### src/rtl/ctl_i2c_pkg.sv
package ctl_i2c_pkg;
    localparam int BYTE_W = 8;
    localparam int IDX_W  = 4;

    typedef enum logic [2:0] {
        PH_IDLE,
        PH_ADDR,
        PH_SUB,
        PH_DATA,
        PH_SKIP
    } phase_t;

    typedef struct packed {
        phase_t             ph;
        logic [3:0]         cnt;
        logic [BYTE_W-1:0]  sh;
        logic               ack;
        logic [IDX_W-1:0]   idx;
        logic               loop;
        logic               we;
        logic [IDX_W-1:0]   widx;
        logic [BYTE_W-1:0]  wdat;
    } rx_t;

    function automatic logic [BYTE_W-1:0] slot_default(input int k);
        case (k)
            0:       return 8'h3F;
            1:       return 8'h7E;
            3:       return 8'h0F;
            4:       return 8'hFF;
            5, 6, 7, 8: return 8'h7F;
            9:       return 8'h06;
            default: return 8'h00;
        endcase
    endfunction
endpackage

### src/rtl/ctl_i2c_sync.sv
module ctl_i2c_sync #(
    parameter int STAGES = 2
) (
    input  logic clk,
    input  logic rst_n,
    input  logic scl_i,
    input  logic sda_i,
    output logic scl_s,
    output logic sda_s,
    output logic scl_rise,
    output logic scl_fall,
    output logic start_det,
    output logic stop_det
);
    logic [STAGES-1:0] scl_sh_d, scl_sh_q, sda_sh_d, sda_sh_q;
    logic              scl_p_d, scl_p_q, sda_p_d, sda_p_q;

    always_comb begin
        scl_sh_d = {scl_sh_q[STAGES-2:0], scl_i};
        sda_sh_d = {sda_sh_q[STAGES-2:0], sda_i};
        scl_p_d  = scl_sh_q[STAGES-1];
        sda_p_d  = sda_sh_q[STAGES-1];
    end

    always_ff @(posedge clk or negedge rst_n) begin
        if (!rst_n) begin
            scl_sh_q <= '1;
            sda_sh_q <= '1;
            scl_p_q  <= 1'b1;
            sda_p_q  <= 1'b1;
        end else begin
            scl_sh_q <= scl_sh_d;
            sda_sh_q <= sda_sh_d;
            scl_p_q  <= scl_p_d;
            sda_p_q  <= sda_p_d;
        end
    end

    assign scl_s     = scl_sh_q[STAGES-1];
    assign sda_s     = sda_sh_q[STAGES-1];
    assign scl_rise  = scl_s & ~scl_p_q;
    assign scl_fall  = ~scl_s & scl_p_q;
    assign start_det = scl_s & scl_p_q & sda_p_q & ~sda_s;
    assign stop_det  = scl_s & scl_p_q & ~sda_p_q & sda_s;
endmodule

### src/rtl/ctl_i2c_rx.sv
module ctl_i2c_rx
    import ctl_i2c_pkg::*;
#(
    parameter logic [6:0] ADDR7 = 7'b1000000
) (
    input  logic              clk,
    input  logic              rst_n,
    input  logic              sda_s,
    input  logic              scl_rise,
    input  logic              scl_fall,
    input  logic              start_det,
    input  logic              stop_det,
    output logic              sda_low,
    output logic              ignoring,
    output logic              wr_en,
    output logic [IDX_W-1:0]  wr_idx,
    output logic [BYTE_W-1:0] wr_dat
);
    rx_t q, d;

    always_comb begin
        d    = q;
        d.we = 1'b0;
        if (start_det) begin
            d.ph  = PH_ADDR;
            d.cnt = '0;
            d.ack = 1'b0;
        end else if (stop_det) begin
            d.ph  = PH_IDLE;
            d.cnt = '0;
            d.ack = 1'b0;
        end else if (q.ph == PH_ADDR || q.ph == PH_SUB || q.ph == PH_DATA) begin
            if (scl_rise && q.cnt < 4'd8) begin
                d.sh  = {q.sh[BYTE_W-2:0], sda_s};
                d.cnt = q.cnt + 4'd1;
            end else if (scl_fall && q.cnt == 4'd8) begin
                d.cnt = 4'd9;
                case (q.ph)
                    PH_ADDR: begin
                        if (q.sh == {ADDR7, 1'b0}) begin
                            d.ack = 1'b1;
                        end else begin
                            d.ph  = PH_SKIP;
                            d.cnt = '0;
                        end
                    end
                    PH_SUB: begin
                        d.ack  = 1'b1;
                        d.idx  = q.sh[IDX_W-1:0];
                        d.loop = q.sh[BYTE_W-1];
                    end
                    default: begin
                        d.ack  = 1'b1;
                        d.we   = 1'b1;
                        d.widx = q.idx;
                        d.wdat = q.sh;
                        if (q.loop) begin
                            d.idx = q.idx + 1'b1;
                        end
                    end
                endcase
            end else if (scl_fall && q.cnt == 4'd9) begin
                d.ack = 1'b0;
                d.cnt = '0;
                if (q.ph == PH_ADDR) begin
                    d.ph = PH_SUB;
                end else if (q.ph == PH_SUB) begin
                    d.ph = PH_DATA;
                end
            end
        end
    end

    always_ff @(posedge clk or negedge rst_n) begin
        if (!rst_n) begin
            q <= '0;
        end else begin
            q <= d;
        end
    end

    assign sda_low  = q.ack;
    assign ignoring = (q.ph == PH_SKIP);
    assign wr_en    = q.we;
    assign wr_idx   = q.widx;
    assign wr_dat   = q.wdat;
endmodule

### src/rtl/ctl_i2c_bank.sv
module ctl_i2c_bank
    import ctl_i2c_pkg::*;
#(
    parameter int SLOTS = 10,
    parameter int HOLE  = 2
) (
    input  logic                    clk,
    input  logic                    rst_n,
    input  logic                    wr_en,
    input  logic [IDX_W-1:0]        wr_idx,
    input  logic [BYTE_W-1:0]       wr_dat,
    output logic [SLOTS*BYTE_W-1:0] regs
);
    for (genvar k = 0; k < SLOTS; k++) begin : g_slot
        if (k == HOLE) begin : g_empty
            assign regs[k*BYTE_W +: BYTE_W] = '0;
        end else begin : g_store
            logic [BYTE_W-1:0] val_d, val_q;

            always_comb begin
                val_d = val_q;
                if (wr_en && wr_idx == IDX_W'(k)) begin
                    val_d = wr_dat;
                end
            end

            always_ff @(posedge clk or negedge rst_n) begin
                if (!rst_n) begin
                    val_q <= slot_default(k);
                end else begin
                    val_q <= val_d;
                end
            end

            assign regs[k*BYTE_W +: BYTE_W] = val_q;
        end
    end
endmodule

### src/rtl/ctl_i2c_regbank.sv
module ctl_i2c_regbank
    import ctl_i2c_pkg::*;
#(
    parameter logic [6:0] ADDR7     = 7'b1000000,
    parameter int         SLOTS     = 10,
    parameter int         HOLE      = 2,
    parameter int         SYNC_STGS = 2
) (
    input  logic                    clk,
    input  logic                    rst_n,
    input  logic                    scl_i,
    input  logic                    sda_i,
    output logic                    sda_low_o,
    output logic [SLOTS*BYTE_W-1:0] regs_o
);
    logic              scl_s, sda_s, scl_rise, scl_fall, start_det, stop_det;
    logic              ignoring, wr_en;
    logic [IDX_W-1:0]  wr_idx;
    logic [BYTE_W-1:0] wr_dat;

    ctl_i2c_sync #(.STAGES(SYNC_STGS)) u_sync (
        .clk(clk), .rst_n(rst_n), .scl_i(scl_i), .sda_i(sda_i),
        .scl_s(scl_s), .sda_s(sda_s), .scl_rise(scl_rise), .scl_fall(scl_fall),
        .start_det(start_det), .stop_det(stop_det)
    );

    ctl_i2c_rx #(.ADDR7(ADDR7)) u_rx (
        .clk(clk), .rst_n(rst_n), .sda_s(sda_s), .scl_rise(scl_rise),
        .scl_fall(scl_fall), .start_det(start_det), .stop_det(stop_det),
        .sda_low(sda_low_o), .ignoring(ignoring), .wr_en(wr_en),
        .wr_idx(wr_idx), .wr_dat(wr_dat)
    );

    ctl_i2c_bank #(.SLOTS(SLOTS), .HOLE(HOLE)) u_bank (
        .clk(clk), .rst_n(rst_n), .wr_en(wr_en), .wr_idx(wr_idx),
        .wr_dat(wr_dat), .regs(regs_o)
    );
endmodule

### config.mk
export PLATFORM = sky130hd
export DESIGN_NAME = ctl_i2c_regbank
export DESIGN_NICKNAME = d
export VERILOG_FILES = /design/src/rtl/ctl_i2c_pkg.sv /design/src/rtl/ctl_i2c_sync.sv /design/src/rtl/ctl_i2c_rx.sv /design/src/rtl/ctl_i2c_bank.sv /design/src/rtl/ctl_i2c_regbank.sv
export SDC_FILE = /design/constraint.sdc
export NUM_CORES = 1
export LEC_CHECK = 0
export CORE_MARGIN = 5
export CORE_UTILIZATION = 52
export DETAILED_ROUTE_END_ITERATION = 8
export GPL_TIMING_DRIVEN = 1
export PLACE_DENSITY = 0.89
export SKIP_CTS_REPAIR_TIMING = 1
export SLEW_MARGIN = 15
export SYNTH_ARGS = -nofsm -noshare
export SYNTH_HDL_FRONTEND = slang
export SYNTH_SLANG_ARGS = --single-unit
export TNS_END_PERCENT = 5
### constraint.sdc
create_clock -name clk -period 1.9 [get_ports clk]
set_input_delay 0.38 -clock clk [delete_from_list [all_inputs] [get_ports clk]]
set_output_delay 0.38 -clock clk [all_outputs]
set_load 0.02 [all_outputs]
==> flow_summary.json, run 1 <==
{
  "buffer_ports.inserted": 76,
  "ys_types": 54,
  "synth_edf_count": 0,
  "timing.critical_path.to": "regs_o[8]",
  "end_kind": "output port",
  "worst-path-buf-inv": 1,
  "htree_levels": 3,
  "synth.yosys.warnings": 0,
  "floorplan.die_area_sq_um": 11200,
  "detailedPlace.worstSlack_ns": 0.0749,
  "global_route.overflow_total": 0,
  "power-per-cell-area_nw_per_um2": 778,
  "cts_tree": "yes",
  "dominantRegCellSynth": "sky130_fd_sc_hd__dfstp_2",
  "final_min_period_over_clock_period_pct": 95.8,
  "reg_to_reg_end": "u_rx.wr_idx[1]",
  "gr-usage-met1_pct": 21.6,
  "groute.layer.met3.usage_pct": 4.53,
  "clock_insertion_delay_worst_skew_ns": 0.38,
  "final-setup-viol-count": 0,
  "dpl.hpwl_microns": 6890,
  "cp_data_arrival_time_ns": 1.44,
  "critical_path.cell_chain": "clkdlybuf4s50_1",
  "clkTransAtPathRegs_ns": 0.11,
  "timing.critical_path.fanout_max": 2,
  "number_of_global_route_vias_before_repair": 3012,
  "num_rows": 35,
  "ff2ff_setup_slack_ns": 0.09,
  "number_of_maximum_capacitance_constraint_violations": 0,
  "cts_root_buf": "sky130_fd_sc_hd__clkbuf_8",
  "num-nets-final": 412,
  "startpoint_type": "register",
  "grt_first_pass_wirelength_microns": 15800,
  "reg2reg_depth": 4,
  "power.ir.vdd_worst_mv": 0.551,
  "achievable-frequency_mhz": 550,
  "floorplan.initialDensity_pct": 52.5,
  "clock-skew-final_ns": 0.0114,
  "clkSinkCount": 112,
  "result_of_the_run": "complete, no violations",
  "post_route_cells_drive_above_1_share_pct": 29.6,
  "critical_path.top_delay_family": "buffers and inverters",
  "cts-root-to-sink-buffers": 2,
  "grtUsageTotal_pct": 18.0,
  "worst-path-stages": 1,
  "worst_hold_slack_ns": 0.360,
  "core_area_sq_um": 9110,
  "post_synthesis_instance_total": 326,
  "timing.critical_path.slowest_cell_delay_ns": 0.63,
  "avgRoutedWirePerCell_microns": 19.2,
  "sequential_to_total_area_share_from_yosys_stat_pct": 60.2,
  "die_w_microns": 106,
  "synth.avg_cell_area_sq_um": 14.7,
  "final_common_cell": "sky130_fd_sc_hd__mux2_1",
  "crit_slowest_cell": "sky130_fd_sc_hd__clkdlybuf4s50_1",
  "num_vias": 2842,
  "antenna_violating_nets_post_route": 0,
  "cts_inserted_buffers": 9,
  "first_pass_iters": 4,
  "r2r_start": "u_sync.scl_p_q",
  "die-height_microns": 106,
  "area_growth_from_synthesis_to_layout_pct": 25.0,
  "maximum_number_of_pins_on_one_net_before_global_route_repair": 39,
  "antenna_violations_before_repair": 0,
  "layout.cell_area.non_filler_sq_um": 5970,
  "placed_cell_area_sq_um": 5630,
  "worst-setup-path-type": "reg2out",
  "global_route.usage.met2_pct": 32.3,
  "layout_common_cells": "sky130_fd_sc_hd__mux2_1, sky130_fd_sc_hd__dfstp_2, sky130_fd_sc_hd__dlymetal6s2s_1",
  "worst_slew_margin_rel_pct": 64.4,
  "drt-initial-drc-count": 139,
  "finalHoldViolations": 0,
  "cellLeakagePower_uw": 0.00362,
  "fin_ws_ns": 0.0802,
  "total_i_o_pin_count": 85,
  "drc": 0,
  "tightest_slew_ns": 0.532,
  "grt_most_used_layer": "met2",
  "route.detailed.vias_per_inst": 5.47,
  "finalWorstPathRequiredPeriod_ns": 1.82,
  "postSynthRegisterBits": 112,
  "gpl.final_weighted_congestion": 0.807,
  "worst_ep_required_time_ns": 1.52,
  "min-delay-path-class": "reg2reg",
  "startpoint_of_the_most_critical_setup_path": "u_bank.g_slot[1].g_store.val_q[0]",
  "asyncSetResetFlopFracSynth_pct": 100,
  "synth.cell_area_sq_um": 4780,
  "antennaDiodeCount": 0,
  "routed_wirelength_microns": 9970,
  "final_max_slew_viol_count": 0
}
routing by layer:
metal | vias up | part of all wire, % | wire [microns]
met3 | 9 | 4.1 | 412
met1 | 1472 | 43 | 4250
met4 | 0 | 0.88 | 88
li1 | 1288 | - | -
met5 | - | 0 | 0
met2 | 73 | 52 | 5230
logic make-up after synthesis:
| kind of cell | after synthesis | synth area share (%) |
|---|---|---|
| AO/OA/AOI/OAI | 26 | 4.19 |
| adder cells (fa/ha/maj) | 4 | 1.05 |
| other | 1 | 0.0785 |
| AND/OR/NAND/NOR | 54 | 7.41 |
| flip-flops | 112 | 60.2 |
| buffers and inverters | 31 | 3.33 |
| XOR/XNOR | 2 | 0.367 |
| multiplexers | 96 | 23.4 |
where the power goes:
part           switching, uW  leakage, uW  internal, uW
clock                    839    0.0000961           512
combinational            341      0.00219           258
sequential               188      0.00133          2510
layout make-up:
cell class	count	area, sq um
clock buffer	10	128
clock inverter	6	62.6
fill	591	3140
inverter	8	30.0
multi-input combinational	190	1770
sequential	112	2880
tap	111	139
timing repair buffer	83	961
cells in the mapped netlist, types with 2 or more instances:
master | instances | area (sq um)
sky130_fd_sc_hd__a21oi_1 | 5 | 25.0
sky130_fd_sc_hd__a31oi_1 | 2 | 12.5
sky130_fd_sc_hd__and3_1 | 3 | 18.8
sky130_fd_sc_hd__buf_1 | 8 | 30.0
sky130_fd_sc_hd__buf_2 | 4 | 20.0
sky130_fd_sc_hd__buf_4 | 8 | 60.1
sky130_fd_sc_hd__clkbuf_1 | 2 | 7.51
sky130_fd_sc_hd__dfrtp_1 | 52 | 1300
sky130_fd_sc_hd__dfstp_2 | 60 | 1580
sky130_fd_sc_hd__ha_1 | 4 | 50.1
sky130_fd_sc_hd__inv_1 | 6 | 22.5
sky130_fd_sc_hd__inv_2 | 2 | 7.51
sky130_fd_sc_hd__mux2_1 | 72 | 811
sky130_fd_sc_hd__mux2_2 | 12 | 135
sky130_fd_sc_hd__mux2_4 | 10 | 150
sky130_fd_sc_hd__mux2i_1 | 2 | 20.0
sky130_fd_sc_hd__nand2_1 | 10 | 37.5
sky130_fd_sc_hd__nand2b_1 | 4 | 25.0
sky130_fd_sc_hd__nand3b_1 | 3 | 22.5
sky130_fd_sc_hd__nor2_1 | 8 | 30.0
sky130_fd_sc_hd__nor2_2 | 3 | 18.8
sky130_fd_sc_hd__nor3_1 | 4 | 20.0
sky130_fd_sc_hd__nor3b_1 | 4 | 30.0
sky130_fd_sc_hd__o21a_1 | 2 | 15.0
sky130_fd_sc_hd__o21ai_0 | 4 | 20.0
sky130_fd_sc_hd__o21ai_1 | 4 | 20.0
sequential cells by signal (all words and copies together) (netlist names):
name                         count
u_bank.g_slot.g_store.val_q     72
u_rx.q                          20
u_rx.sda_low                     1
u_rx.wr_dat                      8
u_rx.wr_en                       1
u_rx.wr_idx                      4
u_sync.scl_p_q                   1
u_sync.scl_sh_q                  2
u_sync.sda_p_q                   1
u_sync.sda_sh_q                  2
per-stage QoR:
stage | util [%] | instances | TNS [ns] | power [uW]
floorplan | - | 333 | 0 | 3150
finish | 65.6 | 520 | 0 | 4650
detailed placement | 61.8 | 503 | 0 | 3330
global placement | 61.8 | 503 | 0 | 3280
global route | 65.6 | 520 | -0.0121 | 4870
CTS | 63.9 | 519 | -1.23 | 4670
worst min path at each step:
stage | from | end | depth (start not counted)
finish | u_sync.sda_sh_q[0] | u_sync.sda_sh_q[1] | 0
global placement | u_sync.sda_sh_q[0] | u_sync.sda_sh_q[1] | 0
CTS | rst_n | u_bank.g_slot[0].g_store.val_q[6] | 1
floorplan | rst_n | u_bank.g_slot[0].g_store.val_q[6] | 0
global route | u_sync.sda_sh_q[0] | u_sync.sda_sh_q[1] | 0
detailed placement | u_sync.sda_sh_q[0] | u_sync.sda_sh_q[1] | 0
Note: power is estimated with default switching activity, not from simulation.
==> run 2: changes to the inputs <==
--- a/config.mk
+++ b/config.mk
@@ -5,7 +5,6 @@
 export SDC_FILE = /design/constraint.sdc
 export NUM_CORES = 1
 export LEC_CHECK = 0
-export CORE_MARGIN = 5
 export CORE_UTILIZATION = 52
 export DETAILED_ROUTE_END_ITERATION = 8
 export GPL_TIMING_DRIVEN = 1
==> run 2 against run 1 <==
  * Routed wire length decreased by 2.4%
  * Highest routed layer unchanged
  * Critical path type is now reg2reg
  * Clock power about the same
  * Sequential power about the same
  * Critical path depth increased by 3
  * Final area increased by 0.21%
  * Clock skew increased by 0.0073 ns
  * The run now ends with DRC left
  * Worst hold slack improved by 0.0027 ns
==> flow_summary.json, run 2 (same netlist as run 1, synthesis figures left out) <==
{
  "p_seq_share_pct": 57.3,
  "fin_ws_ns": 0.0820,
  "final_max_slew_viol_count": 0,
  "cts_tree": "yes",
  "finalWorstPathRequiredPeriod_ns": 1.82,
  "critical_path.cell_chain": "and4bb_2 > and2_4 > nand3_4 > mux2_1",
  "startpoint_of_the_most_critical_setup_path": "u_sync.scl_p_q",
  "dpl.hpwl_microns": 6280,
  "largest_reg_flops": 72,
  "clock-skew-final_ns": 0.0187,
  "cell_internal_pwr_uw": 3310,
  "grt_first_pass_wirelength_microns": 15400,
  "startpoint_type": "register",
  "total_switching_power_uw": 1410,
  "number_of_maximum_capacitance_constraint_violations": 0,
  "nFillCells": 589,
  "cts-root-to-sink-buffers": 2,
  "buffer_ports.inserted": 76,
  "multiInputGateArea_sq_um": 1770,
  "routed_wirelength_microns": 9740,
  "layout.core_utilization_pct": 68.0,
  "htree_levels": 3,
  "detailedPlace.worstSlack_ns": 0.0547,
  "total_i_o_pin_count": 85,
  "antenna_violations_before_repair": 0,
  "die_w_microns": 97.9,
  "timing.critical_path.fanout_max": 13,
  "final_common_cell": "sky130_fd_sc_hd__mux2_1",
  "finalHoldViolations": 0,
  "min-delay-path-class": "reg2reg",
  "die-height_microns": 97.9,
  "result_of_the_run": "finished with violations",
  "ff2ff_setup_slack_ns": 0.08,
  "post_route_cells_drive_above_1_share_pct": 29.8,
  "r2r_start": "u_sync.scl_p_q",
  "worst-path-buf-inv": 0,
  "timing.critical_path.slowest_cell_delay_ns": 0.57,
  "antenna_violating_nets_post_route": 0,
  "worst-path-stages": 4,
  "finalSetupTns_ns": 0,
  "reg_to_reg_end": "u_rx.wr_idx[0]",
  "clockPowerShare_pct": 29.3,
  "cts_inserted_buffers": 9,
  "maximum_number_of_pins_on_one_net_before_global_route_repair": 49,
  "worst_slew_margin_rel_pct": 64.6,
  "drc": 22,
  "core_area_sq_um": 8810,
  "cts_root_buf": "sky130_fd_sc_hd__clkbuf_8",
  "gpl.final_weighted_congestion": 0.803,
  "combinationalPowerShare_pct": 13.4,
  "final_min_period_over_clock_period_pct": 95.7,
  "cellLeakagePower_uw": 0.00363,
  "achievable-frequency_mhz": 550,
  "clock_insertion_delay_worst_skew_ns": 0.38,
  "floorplan.initialDensity_pct": 54.3,
  "drt-initial-drc-count": 189,
  "num-nets-final": 412,
  "final-setup-viol-count": 0,
  "num_vias": 2896,
  "layout_common_cells": "sky130_fd_sc_hd__mux2_1, sky130_fd_sc_hd__dfstp_2, sky130_fd_sc_hd__dlymetal6s2s_1",
  "violations": "DRC",
  "power-per-cell-area_nw_per_um2": 788,
  "tightest_slew_ns": 0.529,
  "worst_ep_required_time_ns": 2.16,
  "num_rows": 34,
  "avgRoutedWirePerCell_microns": 18.8,
  "clkSinkCount": 112,
  "worst_hold_slack_ns": 0.363,
  "floorplan.die_area_sq_um": 9580,
  "route.detailed.vias_per_inst": 5.60,
  "grt_setup_unrepaired": "no",
  "area_growth_from_synthesis_to_layout_pct": 25.2,
  "regMostFlops": "u_bank.g_slot.g_store.val_q",
  "power_switching_share_pct": 29.8,
  "critical_path.top_delay_family": "simple AND/OR/NAND/NOR gates",
  "antennaDiodeCount": 0,
  "timing.critical_path.to": "u_rx.wr_idx[0]",
  "clkTransAtPathRegs_ns": 0.11,
  "cp_data_arrival_time_ns": 2.08,
  "global_route.overflow_total": 0,
  "reg2reg_depth": 4,
  "grtUsageTotal_pct": 20.6,
  "power.ir.vdd_worst_mv": 0.619,
  "regArea_sq_um": 2880,
  "number_of_global_route_vias_before_repair": 2945,
  "crit_slowest_cell": "sky130_fd_sc_hd__dfstp_2",
  "end_kind": "register",
  "first_pass_iters": 6,
  "worst-setup-path-type": "reg2reg"
}
## run 2: final cells by class
| cell class | count | share of cell area, % |
|---|---|---|
| well taps | 108 | 2.26 |
| multi-input cells | 190 | 29.6 |
| clock inverters | 7 | 1.21 |
| flip-flops and latches | 112 | 48.1 |
| repair buffers | 83 | 16.3 |
| clock buffers | 9 | 2.07 |
| inverters | 8 | 0.502 |
## run 2: worst min path at each step
stage,start,endpoint,depth (start not counted)
4_1_cts,rst_n,u_bank.g_slot[5].g_store.val_q[7],1
2_1_floorplan,rst_n,u_bank.g_slot[0].g_store.val_q[6],0
3_5_place_dp,rst_n,u_bank.g_slot[5].g_store.val_q[7],1
5_1_grt,u_sync.sda_sh_q[0],u_sync.sda_sh_q[1],0
6_report,u_sync.scl_sh_q[0],u_sync.scl_sh_q[1],0
3_3_place_gp,rst_n,u_bank.g_slot[3].g_store.val_q[4],1
## run 2: power groups by stage
stage	logic (uW)	clock network (uW)	registers [uW]
floorplan	485	0	2660
global placement	581	0	2720
detailed placement	618	0	2740
CTS	625	1420	2700
global route	699	1510	2720
finish	631	1380	2700
## run 2: per-layer routing
metal,routed length (microns),global-route usage [%]
met1,3990,26.5
met2,5140,34.9
met3,437,4.08
met4,178,7.23
met5,0,0
## run 2: stage by stage
stage               total power (uW)  std cells  instance area, sq um
global placement                3300        500                  5640
global route                    4930        517                  5980
floorplan                       3150        333                  4800
CTS                             4740        516                  5840
detailed placement              3350        500                  5640
finish                          4710        517                  5980
==> run 3: changes to the inputs <==
--- a/config.mk
+++ b/config.mk
@@ -9,8 +9,9 @@
 export DETAILED_ROUTE_END_ITERATION = 8
 export GPL_TIMING_DRIVEN = 1
 export PLACE_DENSITY = 0.89
+export RECOVER_POWER = 100
 export SKIP_CTS_REPAIR_TIMING = 1
-export SLEW_MARGIN = 15
+export SLEW_MARGIN = 40
 export SYNTH_ARGS = -nofsm -noshare
 export SYNTH_HDL_FRONTEND = slang
 export SYNTH_SLANG_ARGS = --single-unit
==> run 3 against run 2 <==
  * The run still ends with DRC left
  * Total power shrank 0.37%
  * Utilization fell by 6.3 points
  * Non-clock buffer count unchanged
  * Combinational power shrank 2%
  * Clock skew about the same
  * Critical path depth shrank 3
  * Final area down 9.2%
  * Count of clock-buffer cells in the layout is the same
  * Worst hold slack better by 0.0056 ns
  * Via count fell by 0.41%
  * Critical endpoint is now regs_o[6]
  * Largest cell class unchanged
  * Largest power group unchanged
  * Highest routed layer unchanged
==> flow_summary.json, run 3 (same netlist as run 1, synthesis figures left out) <==
{
  "critical_path.top_delay_family": "buffers and inverters",
  "worst-path-buf-inv": 1,
  "global_route.usage.met2_pct": 34.9,
  "groute.layer.met3.usage_pct": 4.08,
  "final_max_slew_viol_count": 0,
  "result_of_the_run": "finished with violations",
  "clock_insertion_delay_worst_skew_ns": 0.37,
  "worst-path-stages": 1,
  "buffer_ports.inserted": 76,
  "route.detailed.vias_per_inst": 5.58,
  "post-layout-total-power_uw": 4700,
  "dpl.hpwl_microns": 6280,
  "global_route.overflow_total": 0,
  "startpoint_type": "register",
  "worst-setup-path-type": "reg2out",
  "die-height_microns": 97.9,
  "worst_slew_margin_rel_pct": 32.4,
  "core_area_sq_um": 8810,
  "crit_slowest_cell": "sky130_fd_sc_hd__dlygate4sd3_1",
  "final_common_cell": "sky130_fd_sc_hd__mux2_1",
  "largest_reg_flops": 72,
  "grt_first_pass_wirelength_microns": 15400,
  "worst_ep_required_time_ns": 1.52,
  "worst_hold_slack_ns": 0.369,
  "grt_setup_unrepaired": "no",
  "clkSinkCount": 112,
  "gr-usage-met1_pct": 26.5,
  "cts_inserted_buffers": 9,
  "finalSetupTns_ns": 0,
  "htree_levels": 3,
  "power_switching_share_pct": 29.8,
  "area_growth_from_synthesis_to_layout_pct": 13.7,
  "cts-root-to-sink-buffers": 2,
  "power-per-cell-area_nw_per_um2": 864,
  "avgRoutedWirePerCell_microns": 18.9,
  "antenna_violating_nets_post_route": 0,
  "finalHoldViolations": 0,
  "timing.critical_path.fanout_max": 2,
  "number_of_maximum_capacitance_constraint_violations": 0,
  "placed_cell_area_sq_um": 5640,
  "clkTransAtPathRegs_ns": 0.11,
  "critical_path.cell_chain": "dlygate4sd3_1",
  "cellLeakagePower_uw": 0.00251,
  "antenna_violations_before_repair": 0,
  "num_vias": 2884,
  "reg_to_reg_end": "u_rx.q[32]",
  "drc": 22,
  "clock-skew-final_ns": 0.0186,
  "tightest_slew_ns": 1.01,
  "gpl.final_weighted_congestion": 0.803,
  "num_rows": 34,
  "first_pass_iters": 6,
  "power.ir.vdd_worst_mv": 0.615,
  "end_kind": "output port",
  "r2r_start": "u_rx.q[27]",
  "num-nets-final": 412,
  "grtUsageTotal_pct": 20.6,
  "total_switching_power_uw": 1400,
  "timing.critical_path.to": "regs_o[6]",
  "number_of_global_route_vias_before_repair": 2945,
  "cell_internal_pwr_uw": 3300,
  "achievable-frequency_mhz": 548,
  "die_w_microns": 97.9,
  "startpoint_of_the_most_critical_setup_path": "u_bank.g_slot[0].g_store.val_q[6]",
  "clockPowerShare_pct": 29.4,
  "regMostFlops": "u_bank.g_slot.g_store.val_q",
  "post_route_cells_drive_above_1_share_pct": 26.4,
  "combinationalPowerShare_pct": 13.2,
  "p_seq_share_pct": 57.4,
  "floorplan.initialDensity_pct": 54.3,
  "finalWorstPathRequiredPeriod_ns": 1.83,
  "ff2ff_setup_slack_ns": 0.09,
  "cts_root_buf": "sky130_fd_sc_hd__clkbuf_8",
  "floorplan.die_area_sq_um": 9580,
  "maximum_number_of_pins_on_one_net_before_global_route_repair": 49,
  "antennaDiodeCount": 0,
  "final_min_period_over_clock_period_pct": 96.1,
  "layout_common_cells": "sky130_fd_sc_hd__mux2_1, sky130_fd_sc_hd__dfstp_2, sky130_fd_sc_hd__clkbuf_1",
  "reg2reg_depth": 6,
  "timing.critical_path.slowest_cell_delay_ns": 0.66,
  "layout.cell_area.non_filler_sq_um": 5430,
  "cp_data_arrival_time_ns": 1.45,
  "layout.core_utilization_pct": 61.7,
  "final-setup-viol-count": 0,
  "cts_tree": "yes",
  "routed_wirelength_microns": 9780,
  "total_i_o_pin_count": 85,
  "min-delay-path-class": "reg2reg",
  "drt-initial-drc-count": 155,
  "grt_most_used_layer": "met2",
  "violations": "DRC"
}
[run 3: worst register-to-register path, cell delays in order (launching register included)]
cell and delay, ns:
sky130_fd_sc_hd__dfrtp_1 0.44, sky130_fd_sc_hd__inv_1 0.08, sky130_fd_sc_hd__ha_2 0.23, sky130_fd_sc_hd__or2_0 0.25, sky130_fd_sc_hd__and4_1 0.21, sky130_fd_sc_hd__o22ai_2 0.18, sky130_fd_sc_hd__mux2_4 0.32
[run 3: layout make-up]
| type | instances | area (sq um) |
|---|---|---|
| multi-input cells | 190 | 1730 |
| fillers | 699 | 3370 |
| clock buffers | 9 | 124 |
| well taps | 108 | 135 |
| inverters | 8 | 30.0 |
| repair buffers | 83 | 465 |
| clock inverters | 7 | 72.6 |
| flip-flops and latches | 112 | 2880 |
[run 3: power by group through the flow]
stage	clock [uW]	sequential (uW)	combinational, uW
after floorplan	0	2660	485
after global placement	0	2720	581
after detailed placement	0	2740	618
after CTS	1420	2700	625
after global routing	1510	2720	685
final	1380	2700	619
[run 3: through the flow]
stage	std cells	setup slack (ns)
6_report	517	0.0747
5_1_grt	517	0.00833
4_1_cts	516	-0.0337
3_5_place_dp	500	0.0547
3_3_place_gp	500	0.133
2_1_floorplan	333	0.194
[run 3: worst min-delay path by stage]
stage,startpoint,end,slack (ns),cells past startpoint
floorplan,rst_n,u_bank.g_slot[0].g_store.val_q[6],0.08,0
global placement,rst_n,u_bank.g_slot[3].g_store.val_q[4],0.29,1
detailed placement,rst_n,u_bank.g_slot[5].g_store.val_q[7],0.29,1
CTS,rst_n,u_bank.g_slot[5].g_store.val_q[7],-0.13,1
global route,u_sync.sda_sh_q[0],u_sync.sda_sh_q[1],0.38,0
finish,u_sync.scl_sh_q[0],u_sync.scl_sh_q[1],0.37,0
[run 3: routing by layer]
metal	part of all wire [%]	up-vias
met3	4.5	18
li1	-	1295
met1	42	1481
met2	51	90
met4	2.3	0
met5	0	-
